File: src/rtl/ir_rx_pkg.sv
package ir_rx_pkg;

    localparam int ADDR_W   = 8;
    localparam int DATA_W   = 32;
    localparam int SYM_W    = 8;
    localparam int Q_DEPTH  = 16;
    localparam int LEVEL_W  = 4;

    localparam logic [ADDR_W-1:0] OFF_CTRL  = 8'h00;
    localparam logic [ADDR_W-1:0] OFF_RXCFG = 8'h10;
    localparam logic [ADDR_W-1:0] OFF_DATA  = 8'h20;
    localparam logic [ADDR_W-1:0] OFF_INTEN = 8'h2C;
    localparam logic [ADDR_W-1:0] OFF_STAT  = 8'h30;
    localparam logic [ADDR_W-1:0] OFF_SAMP  = 8'h34;

    typedef struct packed {
        logic       glb_en;
        logic       rx_en;
        logic [1:0] mode;
        logic       invert;
        logic [5:0] noise;
        logic [7:0] idle;
        logic       en_ovf;
        logic       en_pend;
        logic       en_avail;
        logic [LEVEL_W-1:0] level;
    } cfg_t;

    typedef struct packed {
        logic ovf;
        logic pend;
        logic avail;
    } flags_t;

    function automatic logic [DATA_W-1:0] pack_flags(flags_t f);
        logic [DATA_W-1:0] w;
        w = '0;
        w[0] = f.ovf;
        w[1] = f.pend;
        w[4] = f.avail;
        return w;
    endfunction

    function automatic logic [DATA_W-1:0] pack_inten(cfg_t c);
        logic [DATA_W-1:0] w;
        w = '0;
        w[0] = c.en_ovf;
        w[1] = c.en_pend;
        w[4] = c.en_avail;
        w[11:8] = c.level;
        return w;
    endfunction

endpackage

File: src/rtl/ir_rx_fifo.sv
module ir_rx_fifo #(
    parameter int DEPTH = 16,
    parameter int WIDTH = 8,
    localparam int AW = $clog2(DEPTH),
    localparam int CW = $clog2(DEPTH + 1)
) (
    input  logic             clk,
    input  logic             rst,
    input  logic             push,
    input  logic [WIDTH-1:0] push_data,
    input  logic             pop,
    output logic [WIDTH-1:0] head,
    output logic [CW-1:0]    fill,
    output logic             full,
    output logic             empty
);
    logic [WIDTH-1:0] mem [DEPTH];
    logic [AW-1:0]    wptr, rptr;
    logic             push_ok, pop_ok;

    assign full    = (fill == CW'(DEPTH));
    assign empty   = (fill == '0);
    assign push_ok = push && !full;
    assign pop_ok  = pop && !empty;
    assign head    = mem[rptr];

    function automatic logic [AW-1:0] step(logic [AW-1:0] p);
        return (p == AW'(DEPTH - 1)) ? '0 : p + 1'b1;
    endfunction

    always_ff @(posedge clk) begin
        if (push_ok) mem[wptr] <= push_data;
    end

    always_ff @(posedge clk) begin
        if (rst) begin
            wptr <= '0;
            rptr <= '0;
            fill <= '0;
        end else begin
            if (push_ok) wptr <= step(wptr);
            if (pop_ok)  rptr <= step(rptr);
            case ({push_ok, pop_ok})
                2'b10:   fill <= fill + 1'b1;
                2'b01:   fill <= fill - 1'b1;
                default: fill <= fill;
            endcase
        end
    end

    AST_FILL_BOUND: assert property (@(posedge clk) disable iff (rst)
        fill <= CW'(DEPTH));
    AST_EMPTY_READ: assert property (@(posedge clk) disable iff (rst)
        (empty && pop && !push) |=> (fill == '0));
    AST_FULL_DROP: assert property (@(posedge clk) disable iff (rst)
        (full && push && !pop) |=> (fill == CW'(DEPTH)));

endmodule

File: src/rtl/ir_rx_cfg.sv
module ir_rx_cfg
    import ir_rx_pkg::*;
(
    input  logic              clk,
    input  logic              rst,
    input  logic              wr,
    input  logic [ADDR_W-1:0] addr,
    input  logic [DATA_W-1:0] wdata,
    output cfg_t              cfg
);
    always_ff @(posedge clk) begin
        if (rst) begin
            cfg <= '0;
        end else if (wr) begin
            case (addr)
                OFF_CTRL: begin
                    cfg.glb_en <= wdata[0];
                    cfg.rx_en  <= wdata[1];
                    cfg.mode   <= wdata[5:4];
                end
                OFF_RXCFG: cfg.invert <= wdata[2];
                OFF_INTEN: begin
                    cfg.en_ovf   <= wdata[0];
                    cfg.en_pend  <= wdata[1];
                    cfg.en_avail <= wdata[4];
                    cfg.level    <= wdata[11:8];
                end
                OFF_SAMP: begin
                    cfg.noise <= wdata[7:2];
                    cfg.idle  <= wdata[15:8];
                end
                default: ;
            endcase
        end
    end
endmodule

File: src/rtl/ir_rx_flags.sv
module ir_rx_flags
    import ir_rx_pkg::*;
(
    input  logic   clk,
    input  logic   rst,
    input  flags_t set,
    input  flags_t clr,
    input  cfg_t   cfg,
    output flags_t flags,
    output logic   irq
);
    always_ff @(posedge clk) begin
        if (rst) begin
            flags <= '0;
        end else begin
            flags.ovf   <= set.ovf   | (flags.ovf   & ~clr.ovf);
            flags.pend  <= set.pend  | (flags.pend  & ~clr.pend);
            flags.avail <= set.avail | (flags.avail & ~clr.avail);
        end
    end

    assign irq = (flags.ovf & cfg.en_ovf) | (flags.pend & cfg.en_pend)
               | (flags.avail & cfg.en_avail);

    AST_OVF_SET: assert property (@(posedge clk) disable iff (rst)
        set.ovf |=> flags.ovf);
    AST_CLR_LOW: assert property (@(posedge clk) disable iff (rst)
        (clr.pend && !set.pend) |=> !flags.pend);

endmodule

File: src/rtl/ir_rx_ctrl.sv
module ir_rx_ctrl
    import ir_rx_pkg::*;
(
    input  logic              clk,
    input  logic              rst,
    input  logic [ADDR_W-1:0] bus_addr,
    input  logic              bus_wr,
    input  logic              bus_rd,
    input  logic [DATA_W-1:0] bus_wdata,
    output logic [DATA_W-1:0] bus_rdata,
    input  logic [SYM_W-1:0]  sym_data,
    input  logic              sym_valid,
    input  logic              sym_last,
    output logic              irq,
    output logic              rx_active,
    output logic [1:0]        cfg_mode,
    output logic              cfg_invert,
    output logic [5:0]        cfg_noise,
    output logic [7:0]        cfg_idle
);
    localparam int CW = $clog2(Q_DEPTH + 1);

    cfg_t             cfg;
    flags_t           flags, fset, fclr;
    logic [SYM_W-1:0] head;
    logic [CW-1:0]    fill;
    logic             full, empty, pop, push;

    assign rx_active  = cfg.glb_en & cfg.rx_en;
    assign cfg_mode   = cfg.mode;
    assign cfg_invert = cfg.invert;
    assign cfg_noise  = cfg.noise;
    assign cfg_idle   = cfg.idle;

    assign push = sym_valid & rx_active;
    assign pop  = bus_rd && (bus_addr == OFF_DATA);

    ir_rx_cfg u_cfg (
        .clk(clk), .rst(rst), .wr(bus_wr), .addr(bus_addr),
        .wdata(bus_wdata), .cfg(cfg)
    );

    ir_rx_fifo #(.DEPTH(Q_DEPTH), .WIDTH(SYM_W)) u_fifo (
        .clk(clk), .rst(rst), .push(push), .push_data(sym_data),
        .pop(pop), .head(head), .fill(fill), .full(full), .empty(empty)
    );

    always_comb begin
        fset.ovf   = push & full;
        fset.pend  = sym_last & rx_active;
        fset.avail = (fill > CW'(cfg.level));
        fclr       = '0;
        if (bus_wr && bus_addr == OFF_STAT) begin
            fclr.ovf   = bus_wdata[0];
            fclr.pend  = bus_wdata[1];
            fclr.avail = bus_wdata[4];
        end
    end

    ir_rx_flags u_flags (
        .clk(clk), .rst(rst), .set(fset), .clr(fclr), .cfg(cfg),
        .flags(flags), .irq(irq)
    );

    always_comb begin
        bus_rdata = '0;
        if (bus_rd) begin
            case (bus_addr)
                OFF_CTRL:  begin
                    bus_rdata[0]   = cfg.glb_en;
                    bus_rdata[1]   = cfg.rx_en;
                    bus_rdata[5:4] = cfg.mode;
                end
                OFF_RXCFG: bus_rdata[2] = cfg.invert;
                OFF_DATA:  bus_rdata[SYM_W-1:0] = empty ? '0 : head;
                OFF_INTEN: bus_rdata = pack_inten(cfg);
                OFF_STAT:  begin
                    bus_rdata = pack_flags(flags);
                    bus_rdata[13:8] = 6'(fill);
                end
                OFF_SAMP:  begin
                    bus_rdata[7:2]  = cfg.noise;
                    bus_rdata[15:8] = cfg.idle;
                end
                default: ;
            endcase
        end
    end

    AST_RX_GATED: assert property (@(posedge clk) disable iff (rst)
        (!rx_active && !pop) |=> $stable(fill));

endmodule

File: config.mk
export PLATFORM = sky130hd
export DESIGN_NAME = ir_rx_ctrl
export DESIGN_NICKNAME = d
export VERILOG_FILES = /design/src/rtl/ir_rx_pkg.sv /design/src/rtl/ir_rx_fifo.sv /design/src/rtl/ir_rx_cfg.sv /design/src/rtl/ir_rx_flags.sv /design/src/rtl/ir_rx_ctrl.sv
export SDC_FILE = /design/constraint.sdc
export NUM_CORES = 1
export LEC_CHECK = 0
export BUFFER_PORTS_ARGS = -buffer_cell sky130_fd_sc_hd__buf_2
export CAP_MARGIN = 20
export CELL_PAD_IN_SITES_DETAIL_PLACEMENT = 1
export CELL_PAD_IN_SITES_GLOBAL_PLACEMENT = 1
export CORE_UTILIZATION = 45
export DETAILED_ROUTE_END_ITERATION = 6
export PLACE_DENSITY = 0.76
export SLEW_MARGIN = 20
export SYNTH_ARGS = -nofsm -noshare
export SYNTH_HDL_FRONTEND = slang
export SYNTH_SLANG_ARGS = --single-unit
export TNS_END_PERCENT = 20
File: constraint.sdc
create_clock -name clk -period 5.1 [get_ports clk]
set_input_delay 1.02 -clock clk [delete_from_list [all_inputs] [get_ports clk]]
set_output_delay 1.02 -clock clk [all_outputs]
set_load 0.02 [all_outputs]
# --- Yosys cells after proc, flatten, opt, wreduce, memory -nomap -nowiden ---
# Memory sizes are Yosys's and may differ from the RTL's. A register that Yosys moved wholly into a read port is not among the register bits.
# Index checks and enable logic that the tools add are counted.
classes:
  add_sub_neg: 4
  n_reduce_logical: 13
  bitwise_logic: 18
  div_mod_pow: 0
  order_cmp: 1
  shift: 0
  n_mux: 16
  mul: 0
  n_eq_ne: 10
ops:
  columns: ["op", "n"]
  rows:
  - ["$eq A8 B6 Y1 const B", 4]
  - ["$pmux W8 S3", 1]
  - ["$mux W16", 1]
  - ["$mux W4", 4]
  - ["$and A1 B1 Y1", 10]
  - ["$pmux W2 S5", 1]
  - ["$pmux W5 S2", 1]
  - ["$add A4 B1 Y4 const B", 2]
  - ["$eq A4 B4 Y1 const B", 2]
  - ["$eq A8 B5 Y1 const B", 1]
  - ["$logic_not A8 Y1", 1]
  - ["$mux W8", 1]
  - ["$pmux W2 S4", 1]
  - ["$reduce_and A2 Y1", 4]
  - ["$add A5 B1 Y5 const B", 1]
  - ["$eq A5 B5 Y1 const B", 1]
  - ["$gt A5 B4 Y1", 1]
  - ["$logic_not A5 Y1", 1]
  - ["$or A1 B1 Y1", 5]
  - ["$sub A5 B1 Y5 const B", 1]
  - ["$logic_and A1 B1 Y1", 4]
  - ["$pmux W2 S2", 1]
  - ["$mux W3", 1]
  - ["$not A1 Y1", 3]
  - ["7 further kinds", 9]
word_totals:
  regBits: 42
  rom_bits: 0
  ramBits: 128
  output_inout_bits: 51
  inputBits: 54
  latchBits: 0
  elab_cells: 79
  mem_count: 1
memory_table:
  columns: ["name", "words", "width", "rd", "rd_clocked_by_memory_dff", "wr", "line", "source"]
  rows:
  - ["u_fifo.mem", 16, 8, 1, 1, 1, "ir_rx_fifo.sv:17", "logic [WIDTH-1:0] mem [DEPTH];"]

# --- Longest topological paths before layout ---
# Gate-level depths: netlist of the first run.
depth:
  word_depth: 6
  mapped_depth: 13
  ltp_nobuf: 11

# --- Cells and area by module ---
# A second synthesis of the first run with hierarchy kept.
hier_totals:
  cells_unflattened: 534
  area_unflattened_um2: 8005.2
modules_own_cells:
  columns: ["mod", "instances", "cells_each", "seq_area_each_um2", "area_per_inst_um2"]
  rows:
  - ["ir_rx_fifo", 1, 297, 4184.0, 5926.9]
  - ["ir_rx_cfg", 1, 109, 520.5, 1163.6]
  - ["ir_rx_ctrl", 1, 114, 0.0, 795.8]
  - ["ir_rx_flags", 1, 14, 60.1, 118.9]

# --- Worst setup path before layout of the first run ---
# No wires, ideal clock.
synth_timing:
  path_kind: "input to register"
  startpoint: "input port bus_addr[2]"
  endpoint: "register u_fifo.fill[2]"
  arrival_time_ns: 3.813
  setup_ns: 0.064
  path_stages: 9
  n_path_buf: 2
  slack_ns: 1.223
  t_required_ns: 5.036
  path_cell_list: "buf_6 > or4b_4 > a2111oi_4 > ha_1 > clkbuf_1 > xor2_1 > ha_1 > or4b_2 > nand4_1"
synth_via:
  elab_chain_cells: 5
  elab_cells_between_ends: 7
  cone_classes: "eq/ne: 3; mux: 1; reduce/logical: 3"
synth_rtl:
  columns: ["element", "line", "source"]
  rows:
  - ["start: declaration", "ir_rx_ctrl.sv:6", "input logic [ADDR_W-1:0] bus_addr,"]
  - ["$eq A8 B6 Y1 *", "ir_rx_ctrl.sv:36", "assign pop = bus_rd && (bus_addr == OFF_DATA);"]
  - ["$logic_and A1 B1 Y1 *", "ir_rx_ctrl.sv:36", null]
  - ["$logic_and A1 B1 Y1 *", "ir_rx_fifo.sv:24", "assign pop_ok = pop && !empty;"]
  - ["named net u_fifo.pop_ok", "ir_rx_fifo.sv:19", "logic push_ok, pop_ok;"]
  - ["$eq A2 B1 Y1 / $eq A2 B2 Y1 (equally long branches)", "ir_rx_fifo.sv:43", "case ({push_ok, pop_ok})"]
  - ["$pmux W5 S2 / $reduce_bool A2 Y1 (equally long branches)", null, null]
  - ["end signal: assignment", "ir_rx_fifo.sv:44", "2'b10: fill <= fill + 1'b1;"]
  - ["end signal: assignment", "ir_rx_fifo.sv:45", "2'b01: fill <= fill - 1'b1;"]
  - ["end signal: assignment", "ir_rx_fifo.sv:46", "default: fill <= fill;"]
  - ["end: declaration", "ir_rx_fifo.sv:13", "output logic [CW-1:0] fill,"]
# The timed path passes the listed nets; every way through them passes the cells marked *.
# A chain may end at the register's enable or synchronous reset.

==> results.json, run 1 <==
{
  "status": "finished, final reports clean",
  "synth_cell_type_count": 57,
  "whs_ps": 471.5,
  "max_freq_ghz": 0.2390,
  "synth_area_um2": 7871,
  "reg2reg_depth": 11,
  "cpPeakStageDelay_ps": 870,
  "cts-hold-fix-buffers": 0,
  "path_cells": "buf_4 -> nor2_1 -> o2bb2ai_1 -> a311oi_1 -> o21ai_0 -> a211oi_1 -> buf_2",
  "top_layer": "met4",
  "drt_iter0_markers": 341,
  "cts_resized": 0,
  "final.setup.worst_slack_ps": 915.6,
  "fin_crit_sh": 0.8205,
  "crit_family": "compound AO/OA/AOI/OAI gates",
  "ys_ff_latch": 174,
  "htree_levels": 4,
  "clock_sinks": 174,
  "cts_tree": "done",
  "finClkSkew_ps": 8.783,
  "die_w_um": 134.3,
  "fin_util": 0.5257,
  "worst-path-buf-inv": 2,
  "grt_max_degree": 57,
  "wl_met3_um": 1157,
  "post-route-min-period_ps": 4184,
  "dp_slack_ps": 1032,
  "synthTopCellsByArea": "edfxtp_1 (49%), dfxtp_1 (12%), mux4_2 (8.6%)",
  "synth_flop_cell": "edfxtp_1",
  "nNetsFinal": 735,
  "startpoint_type": "flip-flop",
  "synthMuxAreaShare": 0.1144,
  "synth_edf_count": 128,
  "rr_endpoint": "u_fifo.fill[4]$_SDFFE_PP0P_",
  "cap_viol_max_count": 0,
  "async_reset_ff_frac": 0,
  "numPortBuffers": 72,
  "cts_root_buffer": "clkbuf_16",
  "numCtsBuffers": 17,
  "io_pins": 105,
  "final.setup.tns_ps": 0,
  "detailed_place_hpwl_um": 13420,
  "dpl.cell_count": 870,
  "yosys.area_share.simple": 0.1237,
  "fin_cells": 904,
  "rr_startpoint": "u_fifo.fill[2]$_SDFFE_PP0P_",
  "die_area_um2": 18020,
  "grt_pass1_wl_um": 30360,
  "post-cts-setup-buffers": 0,
  "routed_via_density": 5.761,
  "worstMarginPinSlew_ps": 1016,
  "irDropWorstVdd_mv": 0.2661,
  "firstDrtPassIters": 5,
  "synthAdderAreaFrac": 0.01749,
  "die_y_um": 134.3,
  "setup_viol": 0,
  "synth_top_area_cell": "edfxtp_1",
  "ys_seq_area_frac": 0.6053,
  "synth_compound_area_frac": 0.07900,
  "grt_antenna_before_repair": 2,
  "yosysWarnings": 0,
  "final_common_cell": "edfxtp_1",
  "min_to": "u_cfg.cfg[11]$_SDFFE_PP0P_",
  "synth_cells": 618,
  "ant_nets": 0,
  "insertion_delay_ps": 430,
  "rows": 47,
  "wl_um": 19680,
  "rsz0062_at_grt": "false",
  "holdPathStages": 2,
  "crit_type": "flip-flop to output pin",
  "slew_headroom": 0.3228,
  "wl_met2_um": 9688,
  "hold_viol": 0,
  "r2r_slack_ps": 1880,
  "drive_above_1_share": 0.2299,
  "cellPowerDensity_nw_per_um2": 323.6,
  "hold_start": "u_cfg.cfg[11]$_SDFFE_PP0P_",
  "track_usage": 0.2283,
  "finalMaxSlewViolations": 0,
  "synth_xor_xnor_area_share": 0.004451,
  "coreArea_um2": 16820,
  "wl_met1_um": 8456,
  "flow.area_growth_from_synthesis_pct": 12.34,
  "place_congestion": 0.8051,
  "arrival_ps": 3160,
  "synth_top_family_by_area": "simple AND/OR/NAND/NOR gates",
  "required_ps": 4080,
  "synth_top_cell_area_share": 0.4883,
  "avgSynthCellArea_um2": 12.74,
  "mostFrequentLayoutCells": "edfxtp_1 (128), buf_2 (72), nand2_1 (69), nor2_1 (45), dfxtp_1 (45)",
  "p_leak_uw": 0.003053,
  "max-clock-path-buffers": 2,
  "worst-path-max-fanout": 24,
  "grt_pass1_vias": 5327,
  "clk_pin_slew_ps": 70,
  "grt-ovfl-total": 0,
  "initial_core_util": 0.4680,
  "drc": 0,
  "vias": 5208,
  "wire_per_inst_um": 21.77,
  "slowest_stage": "dfxtp_2",
  "worstHoldPathType": "flip-flop to flip-flop",
  "crit_path_end_kind": "output pin"
}
## worst max path at each step
stage                start                           to  slack (ps)  depth (start not counted)
2_1_floorplan  bus_addr[2]  u_fifo.fill[2]$_SDFFE_PP0P_        1220                          9
3_3_place_gp   bus_addr[2]  u_fifo.fill[4]$_SDFFE_PP0P_        1120                         12
3_5_place_dp   bus_addr[2]  u_fifo.fill[2]$_SDFFE_PP0P_        1030                          9
4_1_cts          flip-flop                 bus_rdata[4]         900                          7
5_1_grt          flip-flop                 bus_rdata[4]         710                          7
6_report         flip-flop                 bus_rdata[4]         920                          7
## tightest hold or removal path: cells and delay by family (launching register included)
| kind | cells | cell delay (ps) |
|---|---|---|
| flops | 1 | 320 |
| simple gates | 1 | 60 |
| compound gates | 1 | 50 |
## cells by family (layout without fill, tap and decap cells)
group,Yosys count,in the layout
AOI/OAI and AO/OA,98,98
other,1,17
DFF,174,174
adders and majority gates,11,11
xor gates and xnor gates,4,4
muxes,52,52
buffers and inverters,80,130
and+or+nand+nor,198,198
## sequential cells by signal (all words and copies together) (netlist names), named ones only
register	flops
u_cfg.cfg	26
u_flags.flags	3
u_fifo.fill	5
u_fifo.wptr	4
u_fifo.rptr	4
u_fifo.mem	128
## per-stage QoR
step	power, uW	area (um^2)
2_1_floorplan	1602	7928
3_3_place_gp	1629	8265
3_5_place_dp	1634	8265
4_1_cts	2872	8825
5_1_grt	2928	8842
6_report	2861	8842
## area by class of cell
type / instances / area, um^2
Antenna cell: 1 / 2.502
Fill cell: 1754 / 7976
Clock buffer: 19 / 432.9
Inverter: 14 / 52.55
Tap cell: 220 / 275.3
Clock inverter: 13 / 126.4
Sequential cell: 174 / 4766
Multi-Input combinational cell: 379 / 2729
Timing Repair Buffer: 84 / 457.9
## synth_stat cells, types with 3 or more instances
cell type	instances
nand4_1	6
nor3_1	9
mux2_2	4
inv_1	14
nor2_1	45
mux4_2	30
nand3_1	21
ha_1	11
buf_1	4
buf_4	32
and2_1	4
and3_1	7
edfxtp_1	128
nor3b_1	3
o21ai_0	14
nand2_1	69
or3_1	4
mux2i_1	18
a21oi_1	42
clkbuf_1	24
nand2b_1	4
dfxtp_1	46
a22o_1	5
a22oi_1	9
xor2_1	4
nor2b_1	10
a31oi_1	5
a211oi_1	9
buf_2	4
## routing by layer
layer,track usage,up-vias
met5,0,-
met4,0.08864,0
met3,0.04082,27
met2,0.3820,185
met1,0.2960,2630
li1,-,2366
## where the power goes
group	switching [uW]	internal, uW	total, uW
registers	4.22	1520	1520
logic	63.0	19.5	82.5
clock network	572	684	1260
total	640	2220	2860
(Power assumes the default switching activity.)
==> inputs of run 2 (changes only) <==
clock period = 3.9 ns   (was 5.1 ns; I/O delays follow)
==> run 2 against run 1 <==
Against the previous run: non-clock buffer count increased by 5; cell area rose by 1.2%; final cell count is 0.44% higher; critical path type unchanged; sequential share of layout area fell by 0.62 points; critical path depth down 1; clock-buffer cell count stayed put.
==> results.json, run 2 (same netlist as run 1, synthesis figures left out) <==
{
  "status": "finished, final reports clean",
  "final_common_cell": "edfxtp_1",
  "largest_register": "u_fifo.mem",
  "final.setup.tns_ps": 0,
  "cts_resized": 0,
  "cap_viol_max_count": 0,
  "vias": 5252,
  "hold_viol": 0,
  "whs_ps": 469.9,
  "grt_max_degree": 57,
  "wire_per_inst_um": 22.59,
  "insertion_delay_ps": 430,
  "arrival_ps": 2890,
  "cts_root_buffer": "clkbuf_16",
  "finalMaxSlewViolations": 0,
  "setup_viol": 0,
  "htree_levels": 4,
  "post-cts-setup-buffers": 0,
  "wl_um": 20520,
  "hold_start": "u_cfg.cfg[19]$_SDFFE_PP0P_",
  "clk_pin_slew_ps": 70,
  "firstDrtPassIters": 5,
  "die_w_um": 134.3,
  "grt_pass1_vias": 5512,
  "fill_cells": 1732,
  "rsz0062_at_grt": "false",
  "numCtsBuffers": 17,
  "track_usage": 0.2410,
  "grt_antenna_before_repair": 0,
  "slowest_stage": "dfxtp_2",
  "numPortBuffers": 72,
  "clock_sinks": 174,
  "mostFrequentLayoutCells": "edfxtp_1 (128), buf_2 (72), nand2_1 (69), nor2_1 (45), dfxtp_1 (45)",
  "worst-path-buf-inv": 1,
  "crit_type": "flip-flop to output pin",
  "r2r_slack_ps": 770,
  "p_leak_uw": 0.003094,
  "ant_nets": 0,
  "cts-hold-fix-buffers": 0,
  "routed_via_density": 5.784,
  "drive_above_1_share": 0.2340,
  "n_antenna_cell": 0,
  "required_ps": 3120,
  "finClkSkew_ps": 12.25,
  "cellPowerDensity_nw_per_um2": 434.2,
  "grt_pass1_wl_um": 31930,
  "slew_headroom": 0.3031,
  "rows": 47,
  "crit_path_end_kind": "output pin",
  "detailed_place_hpwl_um": 13810,
  "die_area_um2": 18020,
  "cpPeakStageDelay_ps": 730,
  "largest_reg_flops": 128,
  "drc": 0,
  "coreArea_um2": 16820,
  "design_area_um2": 8945,
  "worstHoldPathType": "flip-flop to flip-flop",
  "cts_tree": "done",
  "max-clock-path-buffers": 2,
  "die_y_um": 134.3,
  "fin_crit_sh": 0.9418,
  "io_pins": 105,
  "nNetsFinal": 740,
  "crit_family": "compound AO/OA/AOI/OAI gates",
  "path_cells": "mux4_2 -> nor2b_1 -> a211oi_1 -> a21oi_1 -> a22o_1 -> buf_2",
  "drt_iter0_markers": 427,
  "worst-path-max-fanout": 15,
  "worstMarginPinSlew_ps": 1041,
  "startpoint_type": "flip-flop",
  "rr_startpoint": "u_fifo.fill[2]$_SDFFE_PP0P_",
  "initial_core_util": 0.4680,
  "place_congestion": 0.8346,
  "flow.area_growth_from_synthesis_pct": 13.64,
  "dpl_cell_area_um2": 8335,
  "grt-ovfl-total": 0,
  "post-route-min-period_ps": 3673,
  "irDropWorstVdd_mv": 0.3515,
  "top_regs": "u_fifo.mem (128), u_cfg.cfg (26), u_fifo.fill (5)",
  "max_freq_ghz": 0.2722,
  "total_power_uw": 3884
}
[run 2: cell types whose count changed in the layout (fill, tap and decap cells not counted), sizes merged]
cell / previous run / this run
buf: 84 / 89
bufinv: 1 / 3
clkinv: 3 / 1
clkinvlp: 1 / 3
diode: 1 / 0
inv: 22 / 20
[run 2: power by group]
part	switching, uW	internal, uW	total, uW
registers	5.58	1980	1990
clock network	759	1030	1780
logic	83.0	27.0	110
total	847	3040	3880
[run 2: stage by stage]
stage / setup WS, ps / cells / utilization
finish: 226.9 / 908 / 0.5318
global route: 74.19 / 908 / 0.5318
CTS: 195.2 / 908 / 0.5318
detailed placement: 273.8 / 876 / 0.4956
global placement: 414.3 / 876 / 0.4956
floorplan: 262.5 / 633 / -
[run 2: worst min-delay path, delay by kind of cell, from the launching register on]
family / cells / cell delay [ps]
AO/OA/AOI/OAI: 1 / 50
flip-flops: 1 / 320
AND/OR/NAND/NOR: 1 / 60
[run 2: final timing paths]
check	to	cells past startpoint
min	u_cfg.cfg[19]$_SDFFE_PP0P_	2
max	bus_rdata[2]	6
max reg2reg	u_fifo.fill[4]$_SDFFE_PP0P_	12
min reg2reg	u_cfg.cfg[19]$_SDFFE_PP0P_	2
[run 2: final cells by class]
cell class / count / area [um^2] / share of cell area
Sequential cell: 174 / 4766 / 0.5328
Multi-Input combinational cell: 379 / 2729 / 0.3051
Timing Repair Buffer: 89 / 513.0 / 0.05735
Clock buffer: 19 / 432.9 / 0.04840
Tap cell: 220 / 275.3 / 0.03077
Clock inverter: 13 / 176.4 / 0.01972
Inverter: 14 / 52.55 / 0.005875
[run 2: per-layer routing]
metal,GRT usage,up-vias,part of all wire
met5,0,-,0
met4,0.07241,0,0.013
met3,0.04649,22,0.054
met2,0.4099,182,0.50
met1,0.3129,2674,0.43
li1,-,2374,-
